===== src/rtl/irqmod_pkg.sv =====
package irqmod_pkg;
  localparam int CAUSE_W   = 8;
  localparam int TX_BIT    = 0;
  localparam int RX_BIT    = 1;
  localparam int SMALL_BIT = 2;
  localparam int NDIR      = 2;

  // clock cycles per unit of time, rounded, never zero
  function automatic int cyc_per(input int unit_ns, input int period_ns);
    int c;
    c = (unit_ns + period_ns / 2) / period_ns;
    return (c < 1) ? 1 : c;
  endfunction
endpackage


===== src/rtl/dly_pair.sv =====
module dly_pair #(
  parameter int DLY_W    = 16,
  parameter int TICK_CYC = 256
) (
  input  logic             clk,
  input  logic             rst_n,
  input  logic             done,
  input  logic [DLY_W-1:0] pkt_dly,
  input  logic [DLY_W-1:0] abs_dly,
  output logic             fire
);
  localparam int CNT_W = DLY_W + $clog2(TICK_CYC + 1);

  logic [CNT_W-1:0] pkt_cnt, abs_cnt;
  logic pkt_load, abs_load, pkt_exp, abs_exp;

  assign pkt_load = done && (pkt_dly != '0);
  assign abs_load = pkt_load && (abs_dly != '0) && (abs_cnt == '0);
  assign pkt_exp  = (pkt_cnt == CNT_W'(1)) && !pkt_load;
  assign abs_exp  = (abs_cnt == CNT_W'(1));
  assign fire     = pkt_exp || abs_exp;

  always_ff @(posedge clk or negedge rst_n) begin
    if (!rst_n) begin
      pkt_cnt <= '0;
      abs_cnt <= '0;
    end else begin
      if (pkt_load)
        pkt_cnt <= CNT_W'(pkt_dly) * CNT_W'(TICK_CYC);
      else if (pkt_cnt != '0)
        pkt_cnt <= pkt_cnt - 1'b1;
      if (abs_load)
        abs_cnt <= CNT_W'(abs_dly) * CNT_W'(TICK_CYC);
      else if (abs_cnt != '0)
        abs_cnt <= abs_cnt - 1'b1;
    end
  end


  abs_no_extend_chk: assert property (@(posedge clk) disable iff (!rst_n)
    (abs_cnt > CNT_W'(1)) |=> (abs_cnt == $past(abs_cnt) - 1'b1));


  pkt_restart_chk: assert property (@(posedge clk) disable iff (!rst_n)
    (done && pkt_dly != '0) |=> (pkt_cnt == CNT_W'($past(pkt_dly)) * CNT_W'(TICK_CYC)));
endmodule


===== src/rtl/irq_throttle.sv =====
module irq_throttle #(
  parameter int ITR_W    = 16,
  parameter int UNIT_CYC = 64
) (
  input  logic             clk,
  input  logic             rst_n,
  input  logic             req_thr,
  input  logic             req_now,
  input  logic             pend,
  input  logic             clr,
  input  logic [ITR_W-1:0] ivl,
  output logic             posted
);
  localparam int CNT_W = ITR_W + $clog2(UNIT_CYC + 1);

  logic [CNT_W-1:0] cnt;
  logic start, done, post_set;

  assign start    = req_thr && !req_now && (ivl != '0) && (cnt == '0);
  assign done     = (cnt == CNT_W'(1));
  assign post_set = req_now || (req_thr && ivl == '0) || (done && pend);

  always_ff @(posedge clk or negedge rst_n) begin
    if (!rst_n) begin
      cnt    <= '0;
      posted <= 1'b0;
    end else begin
      if (start)
        cnt <= CNT_W'(ivl) * CNT_W'(UNIT_CYC);
      else if (cnt != '0)
        cnt <= cnt - 1'b1;
      if (post_set)
        posted <= 1'b1;
      else if (clr)
        posted <= 1'b0;
    end
  end


  thr_no_restart_chk: assert property (@(posedge clk) disable iff (!rst_n)
    (cnt > CNT_W'(1)) |=> (cnt == $past(cnt) - 1'b1));


  now_posts_chk: assert property (@(posedge clk) disable iff (!rst_n)
    req_now |=> posted);
endmodule


===== src/rtl/irq_moderator.sv =====
module irq_moderator
  import irqmod_pkg::*;
#(
  parameter int CLK_PERIOD_NS = 4,
  parameter int TICK_NS       = 1024,
  parameter int THR_NS        = 256,
  parameter int DLY_W         = 16,
  parameter int LEN_W         = 14,
  parameter int ITR_W         = 16
) (
  input  logic               clk,
  input  logic               rst_n,
  input  logic               tx_done,
  input  logic               tx_ide,
  input  logic               rx_done,
  input  logic [LEN_W-1:0]   rx_len,
  input  logic [DLY_W-1:0]   tx_pkt_dly,
  input  logic [DLY_W-1:0]   tx_abs_dly,
  input  logic [DLY_W-1:0]   rx_pkt_dly,
  input  logic [DLY_W-1:0]   rx_abs_dly,
  input  logic [LEN_W-1:0]   small_thr,
  input  logic [ITR_W-1:0]   thr_ivl,
  input  logic               ics_we,
  input  logic [CAUSE_W-1:0] ics_data,
  input  logic               cause_rd,
  input  logic [CAUSE_W-1:0] mask,
  input  logic               flush_set,
  input  logic               rx_dly_rd,
  output logic               tx_wb_req,
  output logic               rx_wb_req,
  output logic               flush_pend,
  output logic [CAUSE_W-1:0] cause_o,
  output logic               irq_o
);
  localparam int TICK_CYC = cyc_per(TICK_NS, CLK_PERIOD_NS);
  localparam int THR_CYC  = cyc_per(THR_NS, CLK_PERIOD_NS);

  logic [NDIR-1:0]  done_v, fire_v;
  logic [DLY_W-1:0] pkt_v [NDIR];
  logic [DLY_W-1:0] abs_v [NDIR];

  assign done_v[TX_BIT] = tx_done && tx_ide;
  assign done_v[RX_BIT] = rx_done;
  assign pkt_v[TX_BIT]  = tx_pkt_dly;
  assign pkt_v[RX_BIT]  = rx_pkt_dly;
  assign abs_v[TX_BIT]  = tx_abs_dly;
  assign abs_v[RX_BIT]  = rx_abs_dly;

  for (genvar d = 0; d < NDIR; d++) begin : g_dir
    dly_pair #(.DLY_W(DLY_W), .TICK_CYC(TICK_CYC)) u_dly (
      .clk(clk), .rst_n(rst_n), .done(done_v[d]),
      .pkt_dly(pkt_v[d]), .abs_dly(abs_v[d]), .fire(fire_v[d])
    );
  end

  logic [CAUSE_W-1:0] cause_q, cause_d, set_now, set_thr;
  logic flush_q, flush_hit, small_hit, posted;
  logic tx_wb_q, rx_wb_q;

  assign flush_hit = rx_dly_rd && flush_q;
  assign small_hit = rx_done && (rx_len <= small_thr);

  always_comb begin
    set_now = '0;
    set_now[TX_BIT] = fire_v[TX_BIT];
    set_now[RX_BIT] = fire_v[RX_BIT];
    set_thr = ics_we ? ics_data : '0;
    set_thr[SMALL_BIT] = set_thr[SMALL_BIT] | small_hit;
    set_thr[RX_BIT]    = set_thr[RX_BIT] | flush_hit;
    cause_d = (cause_rd ? '0 : cause_q) | set_now | set_thr;
  end

  irq_throttle #(.ITR_W(ITR_W), .UNIT_CYC(THR_CYC)) u_thr (
    .clk(clk), .rst_n(rst_n),
    .req_thr(|(set_thr & mask)), .req_now(|(set_now & mask)),
    .pend(|(cause_d & mask)), .clr(cause_rd), .ivl(thr_ivl), .posted(posted)
  );

  always_ff @(posedge clk or negedge rst_n) begin
    if (!rst_n) begin
      cause_q <= '0;
      flush_q <= 1'b0;
      tx_wb_q <= 1'b0;
      rx_wb_q <= 1'b0;
    end else begin
      cause_q <= cause_d;
      tx_wb_q <= fire_v[TX_BIT];
      rx_wb_q <= fire_v[RX_BIT] || flush_hit;
      if (flush_set)
        flush_q <= 1'b1;
      else if (flush_hit)
        flush_q <= 1'b0;
    end
  end

  assign tx_wb_req  = tx_wb_q;
  assign rx_wb_req  = rx_wb_q;
  assign flush_pend = flush_q;
  assign cause_o    = cause_q;
  assign irq_o      = posted && (|(cause_q & mask));


  tx_wb_cause_chk: assert property (@(posedge clk) disable iff (!rst_n)
    tx_wb_req |-> cause_o[TX_BIT]);


  rx_wb_cause_chk: assert property (@(posedge clk) disable iff (!rst_n)
    rx_wb_req |-> cause_o[RX_BIT]);


  small_cause_chk: assert property (@(posedge clk) disable iff (!rst_n)
    (rx_done && rx_len <= small_thr) |=> cause_o[SMALL_BIT]);


  flush_clear_chk: assert property (@(posedge clk) disable iff (!rst_n)
    (rx_dly_rd && flush_pend && !flush_set) |=> (!flush_pend && rx_wb_req));


  irq_masked_chk: assert property (@(posedge clk) disable iff (!rst_n)
    irq_o |-> (|(cause_o & mask)));
endmodule


===== config.mk =====
export PLATFORM = sky130hd
export DESIGN_NAME = irq_moderator
export DESIGN_NICKNAME = d
export VERILOG_FILES = /design/src/rtl/irqmod_pkg.sv /design/src/rtl/dly_pair.sv /design/src/rtl/irq_throttle.sv /design/src/rtl/irq_moderator.sv
export SDC_FILE = /design/constraint.sdc
export NUM_CORES = 1
export LEC_CHECK = 0
export BUFFER_PORTS_ARGS = -buffer_cell sky130_fd_sc_hd__buf_4
export CORE_ASPECT_RATIO = 0.8
export CORE_UTILIZATION = 25
export CTS_BUF_LIST = sky130_fd_sc_hd__clkbuf_8
export CTS_CLUSTER_SIZE = 24
export DETAILED_ROUTE_END_ITERATION = 8
export PLACE_DENSITY_LB_ADDON = 0.08
export SLEW_MARGIN = 5
export SYNTH_ARGS = -nofsm -noshare
export SYNTH_HDL_FRONTEND = slang
export SYNTH_SLANG_ARGS = --single-unit
export TNS_END_PERCENT = 50

===== constraint.sdc =====
create_clock -name clk -period 3.69 [get_ports clk]
set_clock_uncertainty 0.05 [all_clocks]
set_input_delay 0 -clock clk [delete_from_list [all_inputs] [get_ports clk]]
set_output_delay 0 -clock clk [all_outputs]
set_load 0.02 [all_outputs]

==> Yosys cells after proc, flatten, opt, wreduce, memory -nomap -nowiden <==
Index checks and enable logic that the tools add are counted.
{ "op_classes": {"addsub": 5, "order_cmp": 1, "n_eq_ne": 5, "mux": 16, "n_bitwise": 8, "reduce_logical": 50} }
{ "op_table": {"columns": ["operator", "count"], "rows": [
  ["$mux 25", 8],
  ["$eq 25x1->1 const B", 4],
  ["$reduce_bool 25->1", 4],
  ["$sub 25x1->25 const B", 4],
  ["$reduce_bool 16->1", 5],
  ["$logic_not 25->1", 2],
  ["$mux 23", 2],
  ["$reduce_or 8->1", 4],
  ["$and 8x8->8", 3],
  ["$eq 23x1->1 const B", 1],
  ["$logic_not 23->1", 1],
  ["$reduce_bool 23->1", 1],
  ["$sub 23x1->23 const B", 1],
  ["$logic_and 1x1->1", 17],
  ["$logic_not 16->1", 1],
  ["$mux 8", 2],
  ["$le 14x14->1", 1],
  ["$reduce_bool 2->1", 7],
  ["$and 2x8->8", 1],
  ["$or 8x2->8", 1],
  ["$or 8x8->8", 1],
  ["$logic_or 1x1->1", 5],
  ["$mux 1", 4],
  ["$logic_not 1->1", 3],
  ["$or 1x1->1", 2]
]} }
{ "totals": {"regBits": 135, "input_bits": 133, "output_inout_bits": 12, "elab_cells": 95} }

==> Logic depth before layout (Yosys ltp) <==
{ "depth": {"depth_word": 12, "depth_mapped": 9, "ltp_nobuf": 9} }

==> Hierarchy <==
A second synthesis with hierarchy kept.
{ "unflattened": {"hier_cells": 876, "hier_area_um2": 8300.5} }
{ "modules_own_cells": {"columns": ["module", "n_inst", "cells_per_inst", "area_per_inst_um2", "seq_area_each_um2"], "rows": [
  ["dly_pair", 2, 313, 2975.4, 1251.2],
  ["irq_throttle", 1, 150, 1435.1, 600.6],
  ["irq_moderator", 1, 100, 914.6, 275.3]
]} }

==> Least setup slack after synthesis <==
OpenSTA, ideal clock, no wires.
{ "synth_timing": {"kind": "register -> register", "start": "register g_dir[1].u_dly.pkt_cnt[18]", "end": "register u_thr.cnt[0]", "setup_ns": 0.074, "arrival_ns": 2.464, "required_ns": 3.566, "setup_slack_ns": 1.102, "stages_incl_launch_ff": 8, "synth_period_minus_slack_ns": 2.588, "path_cell_list": "dfrtp_1 -> or4_4 -> or4_4 -> or4b_4 -> o2bb2ai_4 -> a22oi_4 -> a311o_1 -> o21ai_2"} }
{ "synth_via": {"elab_chain_len": 10, "elab_cells_between_ends": 11, "classes_between": "eq/ne: 1; mux: 1; bitwise: 1; reduce/logical: 8"} }
{ "synth_lines": {"columns": ["item", "line", "rtl"], "rows": [
  ["start: declaration", "dly_pair.sv:14", "logic [CNT_W-1:0] pkt_cnt, abs_cnt;"],
  ["start signal: assignment", "dly_pair.sv:29", "pkt_cnt <= CNT_W'(pkt_dly) * CNT_W'(TICK_CYC);"],
  ["start signal: assignment", "dly_pair.sv:31", "pkt_cnt <= pkt_cnt - 1'b1;"],
  ["$eq 25x1->1 *", "dly_pair.sv:19", "assign pkt_exp = (pkt_cnt == CNT_W'(1)) && !pkt_load;"],
  ["$logic_and 1x1->1 *", "dly_pair.sv:19", null],
  ["$logic_or 1x1->1 *", "dly_pair.sv:21", "assign fire = pkt_exp || abs_exp;"],
  ["$and 2x8->8 *", "irq_moderator.sv:75", ".req_thr(|(set_thr & mask)), .req_now(|(set_now & mask)),"],
  ["$reduce_or 8->1 *", "irq_moderator.sv:75", null],
  ["$logic_not 1->1 *", "irq_throttle.sv:19", "assign start = req_thr && !req_now && (ivl != '0) && (cnt == '0);"],
  ["$logic_and 1x1->1 * (3 in a row)", "irq_throttle.sv:19", null],
  ["$mux 23 / $reduce_bool 2->1 (equally long branches)", null, null],
  ["end signal: assignment", "irq_throttle.sv:29", "cnt <= CNT_W'(ivl) * CNT_W'(UNIT_CYC);"],
  ["end signal: assignment", "irq_throttle.sv:31", "cnt <= cnt - 1'b1;"],
  ["end: declaration", "irq_throttle.sv:16", "logic [CNT_W-1:0] cnt;"]
]} }
Mark *: on every way between the ends. The rest lies on a longest branch, timed or not.
A chain may end at the register's enable or synchronous reset.

==> Worst setup path after layout <==
{ "layout_timing": {"start": "register g_dir[0].u_dly.abs_cnt[14]", "end": "register u_thr.cnt[8]"} }
{ "layout_via": {"elab_chain_len": 9, "elab_cells_between_ends": 10, "classes_between": "eq/ne: 1; mux: 1; bitwise: 1; reduce/logical: 7"} }
{ "layout_lines": {"columns": ["item", "line", "rtl"], "rows": [
  ["start: declaration", "dly_pair.sv:14", null],
  ["start signal: assignment", "dly_pair.sv:33", "abs_cnt <= CNT_W'(abs_dly) * CNT_W'(TICK_CYC);"],
  ["start signal: assignment", "dly_pair.sv:35", "abs_cnt <= abs_cnt - 1'b1;"],
  ["$eq 25x1->1 *", "dly_pair.sv:20", "assign abs_exp = (abs_cnt == CNT_W'(1));"],
  ["$logic_or 1x1->1 *", "dly_pair.sv:21", null],
  ["named net g_dir[0].u_dly.fire", "dly_pair.sv:10", "output logic fire"],
  ["$and 2x8->8 *", "irq_moderator.sv:75", null],
  ["$reduce_or 8->1 *", "irq_moderator.sv:75", null],
  ["$logic_not 1->1 *", "irq_throttle.sv:19", null],
  ["$logic_and 1x1->1 * (3 in a row)", "irq_throttle.sv:19", null],
  ["$mux 23 / $reduce_bool 2->1 (equally long branches)", null, null]
]} }
Mark *: on every way through the listed nets, which the timed path passes. The rest lies on a longest branch.

==> results.md <==
- Port Buffer Count: 144
- Post-route DRC violation count: 0
- CTS Root Cell: clkbuf_8
- Total clock sinks: 135
- Final hold vios: 0
- Number of placed I/O pins: 145
- Hold Path Class: primary input to register
- CTS tree: yes
- Antenna Diode Count: 0
- Power density over cell area: 343.1 mW/mm²
- Initial DRT Pass Iterations: 5
- Max-Slew Margin vs Limit: 39.78%
- Async SR Flop Fraction: between 90% and 100%
- Aggregate routed wire length: ~24 mm
- Clock slew at the register clock pins of the worst setup and hold paths: 0.08 ns
- Pins Over Slew Limit: 0
- Core Area: 0.03074 mm²
- Height of the die: 161.2 µm
- Critical path type: register to register
- H-tree levels: 4
- Post-detailed-placement cell area: 0.009583 mm²
- Tcrit/Tclk final: 89.68%
- Wire length of the first global-routing pass: 39.85 mm
- Setup repair after global routing missed its margin: no
- Per-cell via count in the routed design: between 4 and 5
- Routed length per placed instance: between 15 and 20 µm
- Category of the worst setup path launch point: register
- Fillers: about 3,200
- Total via count after detailed routing: 7,404
- Routability congestion estimate: 0.7617
- Total routing resource utilization after global routing: 15.44%
- Final min period: between 3 and 4 ns
- Pin count of the biggest net entering global routing: 90
- Post-synth EDFFs: 0
- Total of flip-flops plus latches after synthesis: 135
- Post-placement cell count: about 1,400
- Hold_ws: approximately 0.065 ns
- Die area: between 0.03 and 0.04 mm²
- Sequential-to-total area share from yosys stat: 42.63%
- Chip width: 201.0 µm
- Run status: completed
- Largest fanout on the critical path: 10
- Buffer depth of the longest clock path: 2
- Layout Nets: 1,309
- Synth cell types: 63
- Gates resized, CTS repair: 0
- Core Rows: 57
- Non-filler instance count after layout: 1,573
- Flop-to-flop setup slack: 0.38 ns
- Layout Cell Area excl Fill: 0.01113 mm²
- Post-synthesis instance area: between 0.007 and 0.008 mm²
- Fraction of layout cells with a size suffix above 1: 18.62%
- Transition time of the tightest slew-check pin: around 0.9 ns
- Area used by multi-input combinational logic: 0.004352 mm²
- Data required time of the critical path: ~4.0 ns
- Initial Util: 25.78%
- Via count of the first global-routing pass: around 7,500
- TritonCTS buffer count: 17
- Synth Area per Inst: ~9.1 µm²
- LEAKAGE: 4.430 nW
- Yosys synthesis warning count: 0
- Latest clock arrival within the worst-skew pair: 0.47 ns
- Core Util, Final: 36.19%
- Endpoint class of the critical path: register
- Setup Viol. Count Final: 0
- Max-Cap Viols: 0
- Antenna violations before repair: 0
- Post-Syn Nets: 1,033
- Post-route setup TNS: 0 ns
- Number of antenna-violating nets in the routed design: 0
- Layout-stage area growth over the synthesis result: 40.41%
- Arr. time, crit path: 3.61 ns
- GRT overflow: 0
- Area occupied by registers: 0.003378 mm²
- Number of cells produced by synthesis: 872
- Peak supply drop: 0.0001698 V
- Timing-limited maximum frequency: 0.3022 GHz
- Hpwl dp: 17.45 mm
- Initial DRC Count: between 300 and 400
- Primary FF master, synth: dfrtp_1
==> cell families (layout without fill, tap and decap cells) <==
family / count (synthesis) / count (layout) / share of synthesized area, %
xor gates and xnor gates: 87 / 87 / 9.616
muxes: 4 / 4 / 0.5369
and+or+nand+nor: 403 / 403 / 26.48
adders and majority gates: 28 / 28 / 4.421
AOI/OAI and AO/OA: 163 / 163 / 13.77
DFF: 135 / 135 / 42.63
buffers and inverters: 52 / 340 / 2.542
==> power by group <==
| part | total [mW] | internal (mW) | switching [mW] | leakage (nW) |
|---|---|---|---|---|
| Clock | 1.28 | 0.630 | 0.648 | 0.191 |
| Combinational | 0.791 | 0.412 | 0.379 | 2.68 |
| Sequential | 1.75 | 1.61 | 0.142 | 1.56 |
| Total | 3.82 | 2.65 | 1.17 | 4.43 |
==> registers in the layout, summed over array words and instances (netlist names) <==
signal               cells
flush_pend               1
tx_wb_req                1
cause_o                  8
g_dir.u_dly.abs_cnt     50
rx_wb_req                1
g_dir.u_dly.pkt_cnt     50
u_thr.posted             1
u_thr.cnt               23
==> cell usage after synthesis, drive strengths merged (2+ instances only) <==
| cell type | number | share of area (%) |
|---|---|---|
| nor4 | 51 | 4.4 |
| a211oi | 11 | 1.0 |
| a32o | 2 | 0.27 |
| a21oi | 29 | 1.8 |
| or3 | 11 | 0.87 |
| inv | 33 | 1.6 |
| nand3 | 45 | 2.8 |
| or4 | 14 | 1.5 |
| xnor2 | 54 | 6.0 |
| or2 | 5 | 0.39 |
| buf | 5 | 0.32 |
| o31a | 3 | 0.33 |
| o31ai | 3 | 0.28 |
| o21ai | 63 | 4.1 |
| xor2 | 33 | 3.6 |
| nand4 | 19 | 1.5 |
| clkbuf | 14 | 0.66 |
| nor3 | 46 | 2.9 |
| a41oi | 6 | 0.90 |
| nand3b | 2 | 0.19 |
| mux2 | 2 | 0.28 |
| nor2b | 6 | 0.47 |
| and4b | 3 | 0.38 |
| dfrtp | 135 | 43 |
| nand2b | 8 | 0.63 |
| a22oi | 12 | 1.3 |
| and3 | 5 | 0.39 |
| a311o | 4 | 0.51 |
| o22ai | 10 | 0.79 |
| a22o | 6 | 0.66 |
| a41o | 2 | 0.25 |
| a21o | 3 | 0.28 |
| and2 | 6 | 0.47 |
| nand4b | 3 | 0.33 |
| nand2 | 90 | 4.3 |
| mux2i | 2 | 0.25 |
| nor2 | 82 | 3.9 |
| or4b | 2 | 0.30 |
| ha | 28 | 4.4 |
| nor3b | 2 | 0.25 |
==> stage by stage <==
step / power, mW / setup slack, ns
finish: 3.817 / 0.3809
global route: 4.050 / 0.2004
CTS: 3.880 / 0.3344
detailed placement: 2.470 / 0.6099
global placement: 2.474 / 0.6467
floorplan: 2.154 / 1.102
==> critical path, stage by stage (launching register included) <==
cell           delay [ns]
dfrtp_1              0.43
or4_4                0.57
or3b_4               0.43
nor4_1               0.48
a32o_2               0.29
a22oi_4              0.15
a41o_1               0.26
dlygate4sd3_1        0.54
==> metal layers <==
layer | GRT usage, % | up-vias | routed length (µm) | share of wire (%)
met5 | 0 | - | 0 | 0
met2 | 23.69 | 110 | 10960 | 45
li1 | - | 3739 | - | -
met1 | 22.33 | 3539 | 12310 | 51
met4 | 3.956 | 0 | 227 | 0.94
met3 | 2.663 | 16 | 687 | 2.8
==> worst paths after layout <==
check	from	cells after the start	to
max	g_dir[0].u_dly.abs_cnt[14]	7	u_thr.cnt[8]
min	mask[0]	4	u_thr.cnt[11]
max reg2reg	g_dir[0].u_dly.abs_cnt[14]	7	u_thr.cnt[8]
min reg2reg	u_thr.cnt[5]	1	u_thr.cnt[5]
max in group asynchronous	rst_n	3	g_dir[1].u_dly.pkt_cnt[0]
min in group asynchronous	rst_n	2	g_dir[0].u_dly.pkt_cnt[18]
==> final cells by class <==
cell class                 count  area share, %
multi-input combinational    685          39.11
inverter                      33          1.113
tap                          413          4.645
clock inverter                12          1.170
timing repair buffer         276          21.24
clock buffer                  19          2.350
sequential                   135          30.36
==> cells in the final DEF, fill, tap and decap left out, drive strengths merged, types with 4 or more instances in the layout <==
| cell | count |
|---|---|
| buf | 161 |
| dfrtp | 135 |
| dlygate4sd3 | 115 |
| nand2 | 90 |
| nor2 | 82 |
| o21ai | 63 |
| xnor2 | 54 |
| nor4 | 51 |
| nor3 | 46 |
| nand3 | 45 |
| inv | 34 |
| xor2 | 33 |
| a21oi | 29 |
| ha | 28 |
| nand4 | 19 |
| clkbuf | 19 |
| or4 | 14 |
| a22oi | 12 |
| a211oi | 11 |
| or3 | 11 |
| o22ai | 10 |
| nand2b | 8 |
| a22o | 6 |
| nor2b | 6 |
| and2 | 6 |
| a41oi | 6 |
| or2 | 5 |
| and3 | 5 |
| clkinv | 5 |
| a311o | 4 |
| clkinvlp | 4 |
==> what timing repair did <==
action                    in CTS  in global routing
hold endpoints to repair     178                  0
buffers inserted               0                  0
hold buffers                 115                  0
(Power assumes the default switching activity.)
